File: src/rtl/sram_ctl_pkg.sv
package sram_ctl_pkg;

  typedef enum logic [2:0] {
    S_IDLE,
    S_RD_SETUP,
    S_RD_WAIT,
    S_RD_DONE,
    S_TURNAROUND,
    S_WR_SETUP,
    S_WR_STROBE,
    S_WR_RELEASE
  } ctl_state_t;

  // Minimum overlap of select and write strobe
  function automatic int strobe_ns(input int grade);
    return (grade == 0) ? 8 : 10;
  endfunction

  // Address / select to valid read data
  function automatic int access_ns(input int grade);
    return (grade == 0) ? 10 : 12;
  endfunction

  // Worst-case time for RAM outputs to float after disable
  function automatic int release_ns(input int grade);
    return (grade == 0) ? 5 : 6;
  endfunction

  function automatic int ns_to_cyc(input int ns, input int period);
    int c;
    c = (ns + period - 1) / period;
    return (c < 1) ? 1 : c;
  endfunction

  function automatic int max3(input int a, input int b, input int c);
    int m;
    m = (a > b) ? a : b;
    return (m > c) ? m : c;
  endfunction

endpackage

File: src/rtl/sram_phase_timer.sv
module sram_phase_timer #(
  parameter int CNT_W = 2
) (
  input  logic             clk,
  input  logic             rst,
  input  logic             load,
  input  logic [CNT_W-1:0] load_val,
  output logic             zero
);
  logic [CNT_W-1:0] cnt;

  always_ff @(posedge clk) begin
    if (rst)              cnt <= '0;
    else if (load)        cnt <= load_val;
    else if (cnt != '0)   cnt <= cnt - 1'b1;
  end

  assign zero = (cnt == '0);
endmodule

File: src/rtl/sram_ctl_seq.sv
module sram_ctl_seq
  import sram_ctl_pkg::*;
#(
  parameter int ACC_CYC = 2,
  parameter int WP_CYC  = 1,
  parameter int TA_CYC  = 1,
  parameter int CNT_W   = 2
) (
  input  logic             clk,
  input  logic             rst,
  input  logic             req_valid,
  input  logic             req_write,
  input  logic             timer_zero,
  output logic             accept,
  output logic             sample,
  output logic             tload,
  output logic [CNT_W-1:0] tval,
  output logic             ready,
  output logic             rvalid,
  output logic             cs_n,
  output logic             we_n,
  output logic             oe_n,
  output logic             dq_oe
);
  ctl_state_t state;

  assign accept = ready && req_valid;
  assign sample = (state == S_RD_WAIT) && timer_zero;

  always_comb begin
    tload = 1'b0;
    tval  = '0;
    unique case (state)
      S_RD_SETUP: begin tload = 1'b1; tval = CNT_W'(ACC_CYC - 1); end
      S_RD_DONE:  begin tload = 1'b1; tval = CNT_W'(TA_CYC - 1);  end
      S_WR_SETUP: begin tload = 1'b1; tval = CNT_W'(WP_CYC - 1);  end
      default: ;
    endcase
  end

  always_ff @(posedge clk) begin
    if (rst) begin
      state  <= S_IDLE;
      ready  <= 1'b1;
      rvalid <= 1'b0;
      cs_n   <= 1'b1;
      we_n   <= 1'b1;
      oe_n   <= 1'b1;
      dq_oe  <= 1'b0;
    end else begin
      unique case (state)
        S_IDLE: if (accept) begin
          ready <= 1'b0;
          if (req_write) begin
            state <= S_WR_SETUP;
            cs_n  <= 1'b0;
            dq_oe <= 1'b1;
          end else begin
            state <= S_RD_SETUP;
          end
        end
        S_RD_SETUP: begin
          cs_n  <= 1'b0;
          oe_n  <= 1'b0;
          state <= S_RD_WAIT;
        end
        S_RD_WAIT: if (timer_zero) begin
          cs_n   <= 1'b1;
          oe_n   <= 1'b1;
          rvalid <= 1'b1;
          state  <= S_RD_DONE;
        end
        S_RD_DONE: begin
          rvalid <= 1'b0;
          state  <= S_TURNAROUND;
        end
        S_TURNAROUND: if (timer_zero) begin
          ready <= 1'b1;
          state <= S_IDLE;
        end
        S_WR_SETUP: begin
          we_n  <= 1'b0;
          state <= S_WR_STROBE;
        end
        S_WR_STROBE: if (timer_zero) begin
          we_n  <= 1'b1;
          cs_n  <= 1'b1;
          state <= S_WR_RELEASE;
        end
        S_WR_RELEASE: begin
          dq_oe <= 1'b0;
          ready <= 1'b1;
          state <= S_IDLE;
        end
        default: state <= S_IDLE;
      endcase
    end
  end
endmodule

File: src/rtl/sram_ctl_datapath.sv
module sram_ctl_datapath #(
  parameter int ADDR_W = 17,
  parameter int DATA_W = 8
) (
  input  logic              clk,
  input  logic              rst,
  input  logic              accept,
  input  logic              sample,
  input  logic [ADDR_W-1:0] req_addr,
  input  logic [DATA_W-1:0] req_wdata,
  input  logic [DATA_W-1:0] mem_din,
  output logic [ADDR_W-1:0] mem_addr,
  output logic [DATA_W-1:0] mem_dout,
  output logic [DATA_W-1:0] rsp_rdata
);
  always_ff @(posedge clk) begin
    if (rst) begin
      mem_addr  <= '0;
      mem_dout  <= '0;
      rsp_rdata <= '0;
    end else begin
      if (accept) begin
        mem_addr <= req_addr;
        mem_dout <= req_wdata;
      end
      if (sample) rsp_rdata <= mem_din;
    end
  end
endmodule

File: src/rtl/sram_async_ctl.sv
module sram_async_ctl
  import sram_ctl_pkg::*;
#(
  parameter int ADDR_W        = 17,
  parameter int DATA_W        = 8,
  parameter int CLK_PERIOD_NS = 8,
  parameter int SPEED_GRADE   = 0
) (
  input  logic              clk,
  input  logic              rst,
  input  logic              req_valid,
  output logic              req_ready,
  input  logic              req_write,
  input  logic [ADDR_W-1:0] req_addr,
  input  logic [DATA_W-1:0] req_wdata,
  output logic              rsp_valid,
  output logic [DATA_W-1:0] rsp_rdata,
  output logic [ADDR_W-1:0] mem_addr,
  output logic              mem_cs_n,
  output logic              mem_we_n,
  output logic              mem_oe_n,
  output logic [DATA_W-1:0] mem_dout,
  input  logic [DATA_W-1:0] mem_din,
  output logic              mem_dq_oe
);
  localparam int ACC_CYC = ns_to_cyc(access_ns(SPEED_GRADE), CLK_PERIOD_NS);
  localparam int WP_CYC  = ns_to_cyc(strobe_ns(SPEED_GRADE), CLK_PERIOD_NS);
  localparam int TA_CYC  = ns_to_cyc(release_ns(SPEED_GRADE), CLK_PERIOD_NS);
  localparam int MAX_CYC = max3(ACC_CYC, WP_CYC, TA_CYC);
  localparam int CNT_W   = (MAX_CYC > 1) ? $clog2(MAX_CYC) : 1;

  logic             accept, sample, tload, tzero;
  logic [CNT_W-1:0] tval;

  sram_ctl_seq #(
    .ACC_CYC(ACC_CYC), .WP_CYC(WP_CYC), .TA_CYC(TA_CYC), .CNT_W(CNT_W)
  ) u_seq (
    .clk(clk), .rst(rst),
    .req_valid(req_valid), .req_write(req_write), .timer_zero(tzero),
    .accept(accept), .sample(sample), .tload(tload), .tval(tval),
    .ready(req_ready), .rvalid(rsp_valid),
    .cs_n(mem_cs_n), .we_n(mem_we_n), .oe_n(mem_oe_n), .dq_oe(mem_dq_oe)
  );

  sram_phase_timer #(.CNT_W(CNT_W)) u_timer (
    .clk(clk), .rst(rst), .load(tload), .load_val(tval), .zero(tzero)
  );

  sram_ctl_datapath #(.ADDR_W(ADDR_W), .DATA_W(DATA_W)) u_dp (
    .clk(clk), .rst(rst), .accept(accept), .sample(sample),
    .req_addr(req_addr), .req_wdata(req_wdata), .mem_din(mem_din),
    .mem_addr(mem_addr), .mem_dout(mem_dout), .rsp_rdata(rsp_rdata)
  );
endmodule

File: config.mk
export PLATFORM = sky130hd
export DESIGN_NAME = sram_async_ctl
export DESIGN_NICKNAME = d
export VERILOG_FILES = /design/src/rtl/sram_ctl_pkg.sv /design/src/rtl/sram_phase_timer.sv /design/src/rtl/sram_ctl_seq.sv /design/src/rtl/sram_ctl_datapath.sv /design/src/rtl/sram_async_ctl.sv
export SDC_FILE = /design/constraint.sdc
export NUM_CORES = 1
export LEC_CHECK = 0
export BUFFER_PORTS_ARGS = -buffer_cell sky130_fd_sc_hd__buf_2
export CAP_MARGIN = 20
export CORE_MARGIN = 2
export CORE_UTILIZATION = 40
export DETAILED_ROUTE_END_ITERATION = 10
export PLACE_DENSITY = 0.69
export SLEW_MARGIN = 40
export SYNTH_ARGS = -nofsm -noshare
export SYNTH_HDL_FRONTEND = slang
export SYNTH_SLANG_ARGS = --single-unit
File: constraint.sdc
create_clock -name clk -period 3 [get_ports clk]
set_input_delay 0.6 -clock clk [delete_from_list [all_inputs] [get_ports clk]]
set_output_delay 0.6 -clock clk [all_outputs]
set_load 0.1 [all_outputs]
* Yosys cells after proc, flatten, opt, wreduce, memory -nomap -nowiden
Index checks and enable logic that the tools add are counted.
** Cells by class
- $add $sub $neg :: 1
- Eq/ne operators :: 13
- Muxes and demuxes :: 22
- Bitwise gates (word level) :: 1
- Reductions and logical operators :: 18
** Operator list (number)
- $pmux W3 S8 :: 1
- $mux W3 :: 5
- $eq A3 B3 Y1 const B :: 4
- $ne A2 B2 Y1 const B :: 6
- $mux W1 :: 10
- $pmux W1 S2 :: 4
- $reduce_and A4 Y1 :: 2
- $reduce_bool A2 Y1 :: 4
- $eq A3 B2 Y1 const B :: 2
- $pmux W1 S3 :: 2
- $reduce_and A2 Y1 :: 3
- $reduce_and A3 Y1 :: 2
- $reduce_bool A3 Y1 :: 2
- $eq A3 B1 Y1 const B :: 1
- $logic_not A3 Y1 :: 1
- $reduce_or A3 Y1 :: 1
- $logic_and A1 B1 Y1 :: 2
- $reduce_or A2 Y1 :: 1
- $not A1 Y1 :: 1
- $sub A1 B1 Y1 const B :: 1
** Word-level totals
- Flip-flop bits (word level) :: 43
- Bits of input ports :: 37
- Output and inout bits :: 39

* Logic depth before layout (Yosys ltp)
- Word-level depth :: 4
- Depth in mapped cells :: 7

* By module
A second synthesis with hierarchy kept.
** Unflattened totals
- Cells, all modules :: 166
- Area, all modules :: 1700.4 um2
** By module, submodules not included
- sram_ctl_datapath :: times used 1, cells each 107, area an instance 1191.1 um2, sequential area each 660.6 um2
- sram_ctl_seq :: times used 1, cells each 56, area an instance 476.7 um2, sequential area each 180.2 um2
- sram_phase_timer :: times used 1, cells each 3, area an instance 32.5 um2, sequential area each 20.0 um2

* Worst setup path after synthesis
OpenSTA, ideal clock, no wires.
- Kind :: flip-flop to flip-flop
- From :: reg u_seq.ready
- To :: reg u_seq.state[2]
- Library setup time :: 0.095 ns
- Arrival :: 1.755 ns
- Data required time :: 2.905 ns
- Slack :: 1.150 ns
- Stages on the path, launching flop included :: 4
- Path buffers :: 0
- Cells stage by stage :: dfxtp_1 > nand2_1 > a22o_1 > a221oi_1
** On the way
- Cells in the longest elaborated chain, start to end :: 3
** RTL lines
- start, declared :: line sram_ctl_seq.sv:18 : output logic ready,
- start signal, assigned :: line sram_ctl_seq.sv:44 : ready <= 1'b1;
- start signal, assigned :: line sram_ctl_seq.sv:53 : ready <= 1'b0;
- start signal, assigned :: line sram_ctl_seq.sv:78 : ready <= 1'b1;
- $logic_and A1 B1 Y1 :: line sram_ctl_seq.sv:27 : assign accept = ready && req_valid;
- $ne A2 B2 Y1 (no line)
- $reduce_and A4 Y1 (no line)
- end signal, assigned :: line sram_ctl_seq.sv:43 : state <= S_IDLE;
- end signal, assigned :: line sram_ctl_seq.sv:55 : state <= S_WR_SETUP;
- end signal, assigned :: line sram_ctl_seq.sv:59 : state <= S_RD_SETUP;
- end, declared :: line sram_ctl_seq.sv:25 : ctl_state_t state;
Every way passes these cells.
A chain may end at the register's enable or synchronous reset.

* Worst setup path in the final report
- From :: reg u_seq.state[1]
- To :: reg u_dp.rsp_rdata[2]
** On the way
- Cells in the longest elaborated chain, start to end :: 2
** RTL lines
- $eq A3 B2 Y1 :: line sram_ctl_seq.sv:28 : assign sample = (state == S_RD_WAIT) && timer_zero;
- $logic_and A1 B1 Y1 :: line sram_ctl_seq.sv:28
- end signal, assigned :: line sram_ctl_datapath.sv:26 : if (sample) rsp_rdata <= mem_din;
- end, declared :: line sram_ctl_datapath.sv:14 : output logic [DATA_W-1:0] rsp_rdata
Every way passes these cells.

==> flow_summary_export.csv <==
group,metric,value,unit
timing,rsz0062_at_grt,"no",
synth,yosysMostFrequentCell,"nand2_1",
power_and_ir_drop,switching_share,51.4,%
floorplanning,fp.dieW,70.5,um
clocking,clk-insertion-delay-late,0.29,ns
route,wirelength,3730,um
clocking,clk_pin_slew,0.08,ns
global_routing,grt_overflow,0,
synth,synthFlopType,"dfxtp_1",
timing,tightest_slew,0.791,ns
route,vias_per_cell,4.86,
clocking,post_cts_buffers,0,
route,drt_iter0_markers,69,
synth,yosysWarnings,0,
timing,drv_slew,0,
global_routing,grt_max_degree,42,
setup_path,arrival,2.19,ns
floorplanning,num_rows,24,
route,num_vias,1584,
timing,fin_tns_setup,0,ns
finish,nets,314,
clocking,cts_resized,0,
clocking,htreeDepth,2,
setup_path,r2r_end,"u_dp.rsp_rdata[2]$_SDFFE_PP0P_",
finish,fin_cells,326,
synth,synth.area.top_cells,"dfxtp_1 (49%), nand2_1 (12%), a21oi_1 (9.3%)",
route,drtPass1Iterations,5,
synth,yosys-top-cells-count,"nand2_1 (55), dfxtp_1 (43), a21oi_1 (33)",
timing,slew_headroom,47.1,%
power_and_ir_drop,leakage,1.03,nW
synth,seq_area_frac_synth,48.7,%
floorplanning,die-area,0.00496,mm^2
setup_path,r2r_slack,0.97,ns
clocking,clk_path_buf_depth,2,
hold_path,holdPathStages,2,
setup_path,r2r_cells,4,
synth,yosysTopAreaCellShare,48.7,%
clocking,clock_sinks,43,
timing,fin_crit_sh,67.8,%
placement,place_area,0.00213,mm^2
flow_run,cap_violations,0,
power_and_ir_drop,clockPowerShare,15.6,%
setup_path,r2r_start,"u_seq.state[1]$_SDFFE_PP0P_",
setup_path,criticalPathCategory,"flop to flop",
floorplanning,dieHeight,70.5,um
placement,placedCellCount,318,
synth,async_reset_ff_share,0,%
finish,diodes,0,
synth,syn_inst,202,
hold_path,min_from,"u_dp.mem_dout[1]$_SDFFE_PP0P_",
global_routing,grt_pass1_vias,1444,
power_and_ir_drop,ir_drop,0.546,mV
synth,synthesis.area,0.00177,mm^2
synth,synthesis.nets,243,
global_routing,grt.total_usage,15.5,%
setup_path,worst_setup_path_start_kind,"flop",
setup_path,critPathRequiredTime,3.15,ns
setup_path,crit_fanout,10,
synth,ys_seq_elements,43,
route,drc,0,
power_and_ir_drop,seq_power_share,33.7,%
timing,finalCriticalPeriod,2.03,ns
floorplanning,core_area,0.00429,mm^2
clocking,cts_root_buffer,"clkbuf_8",
power_and_ir_drop,p_per_area,1030,mW/mm^2
hold_path,worstHoldEndpoint,"u_dp.mem_dout[1]$_SDFFE_PP0P_",
placement,hpwlAfterDp,2650,um
placement,gp_congestion,0.753,
power_and_ir_drop,switchingPower,1.17,mW
clocking,cts_tree,"built",
finish,final_area,0.00222,mm^2
power_and_ir_drop,internal_power,1.11,mW
clocking,cts_hold_buf,0,
global_routing,grt_antenna_before_repair,0,
floorplanning,start_util,41.1,%
power_and_ir_drop,p_comb_share,50.7,%
timing,setup_viol,0,
timing,fin_skew,0.00498,ns
placement,port_buffers,75,
synth,synth-edff-count,0,
timing,hold_violations,0,
global_routing,grt_pass1_wl,6270,um
outcome,status,"completed",
synth,synth_top_cell_by_area,"dfxtp_1",
synth,syn_avg_cell_area,8.75,um^2
hold_path,hold_class,"flop to flop",
setup_path,crit_path_end_kind,"flop",
clocking,cts_buffers,5,
finish,drive_gt1_share,33.2,%
timing,max_freq,492,MHz
synth,ys_types,32,
floorplanning,io_pins,76,
route,wire_per_inst,11.4,um
route,drtAntennaViolNets,0,
finish,syn_to_final_growth,25.5,%
==> worst max-delay path, cell delays in order (launching register included) <==
cell,delay (ns)
dfxtp_1,0.43
ha_1,0.41
nor3b_2,0.72
mux2i_1,0.28
nor2_1,0.06
==> cells in the final DEF (no fill, tap or decap) <==
cell type,synthesis,layout
a221oi_1,1,1
nor3b_2,1,1
o21ai_0,2,2
ha_1,4,4
mux2i_1,9,9
a32oi_2,1,1
a311o_1,1,1
clkinvlp_4,0,1
buf_2,6,75
and2b_4,1,1
dfxtp_1,43,43
nor3_1,1,1
nor2_1,12,12
a22o_1,1,1
a21oi_1,33,33
clkinv_2,0,1
o211a_1,1,1
o21a_1,1,1
a211o_1,2,2
nand2_1,55,55
a311oi_1,1,1
mux2_4,1,1
a211oi_1,1,1
and2_1,2,2
nand3b_1,1,1
and2b_2,1,1
nand3_1,1,1
nand2b_1,3,3
buf_4,3,2
inv_1,5,5
clkbuf_1,1,1
a2111oi_2,2,2
clkbuf_8,0,5
o21ai_1,2,2
==> through the flow <==
step                      util, %  worst slack (ns)  total power, mW  hold slack, ns
after floorplan                 -              1.15             1.79           0.494
after global placement       49.7              1.03             1.94           0.440
final                        51.6             0.967             2.28           0.453
after global routing         51.6             0.759             2.42           0.475
after detailed placement     49.7             0.932             1.95           0.445
after CTS                    51.6             0.925             2.31           0.456
==> flip-flops by register name, indices dropped and copies added (netlist names) <==
signal	cells
u_dp.mem_dout	8
u_seq.state	3
u_dp.rsp_rdata	8
u_seq.ready	1
u_seq.oe_n	1
u_seq.rvalid	1
u_seq.we_n	1
u_dp.mem_addr	17
u_seq.cs_n	1
u_timer.cnt	1
u_seq.dq_oe	1
==> routing by layer <==
layer	routed length (um)	share of wire, %	GRT usage [%]	up-vias
li1	-	-	-	818
met3	260	7.0	3.17	4
met5	0	0	0	-
met4	39	1.0	5.34	0
met2	1720	46	26.1	55
met1	1710	46	19.7	707
==> logic make-up after synthesis <==
group | count (synthesis) | synth area share, %
compound gates | 49 | 17.6
buf+inv | 18 | 6.16
simple gates | 78 | 18.8
flops | 43 | 48.7
fa+ha+maj | 4 | 2.83
mux | 10 | 5.95
==> power by group through the flow <==
stage	Sequential (mW)	Clock, mW	Combinational (mW)
6_report	0.770	0.356	1.16
4_1_cts	0.770	0.371	1.17
2_1_floorplan	1.37	0	0.422
3_3_place_gp	0.780	0	1.16
3_5_place_dp	0.782	0	1.17
5_1_grt	0.790	0.392	1.23
==> worst max-delay path by stage <==
stage / slack (ns) / endpoint / cells past startpoint / startpoint
detailed placement: 0.93 / u_dp.rsp_rdata[2]$_SDFFE_PP0P_ / 4 / u_seq.state[1]$_SDFFE_PP0P_
CTS: 0.93 / u_dp.rsp_rdata[2]$_SDFFE_PP0P_ / 4 / u_seq.state[1]$_SDFFE_PP0P_
floorplan: 1.15 / u_seq.state[2]$_SDFFE_PP0P_ / 3 / u_seq.ready$_SDFFE_PP1P_
global placement: 1.03 / u_dp.rsp_rdata[5]$_SDFFE_PP0P_ / 4 / u_seq.state[1]$_SDFFE_PP0P_
global route: 0.76 / u_dp.rsp_rdata[1]$_SDFFE_PP0P_ / 4 / u_seq.state[1]$_SDFFE_PP0P_
finish: 0.97 / u_dp.rsp_rdata[2]$_SDFFE_PP0P_ / 4 / u_seq.state[1]$_SDFFE_PP0P_
==> cell type report <==
cell class                 count  area, um^2
fill                         425        2080
sequential                    43         861
multi-input combinational    141         797
timing repair buffer          77         390
clock buffer                   6        72.6
tap                           52        65.1
inverter                       5        18.8
clock inverter                 2        12.5
Note: power is estimated with default switching activity, not from simulation.
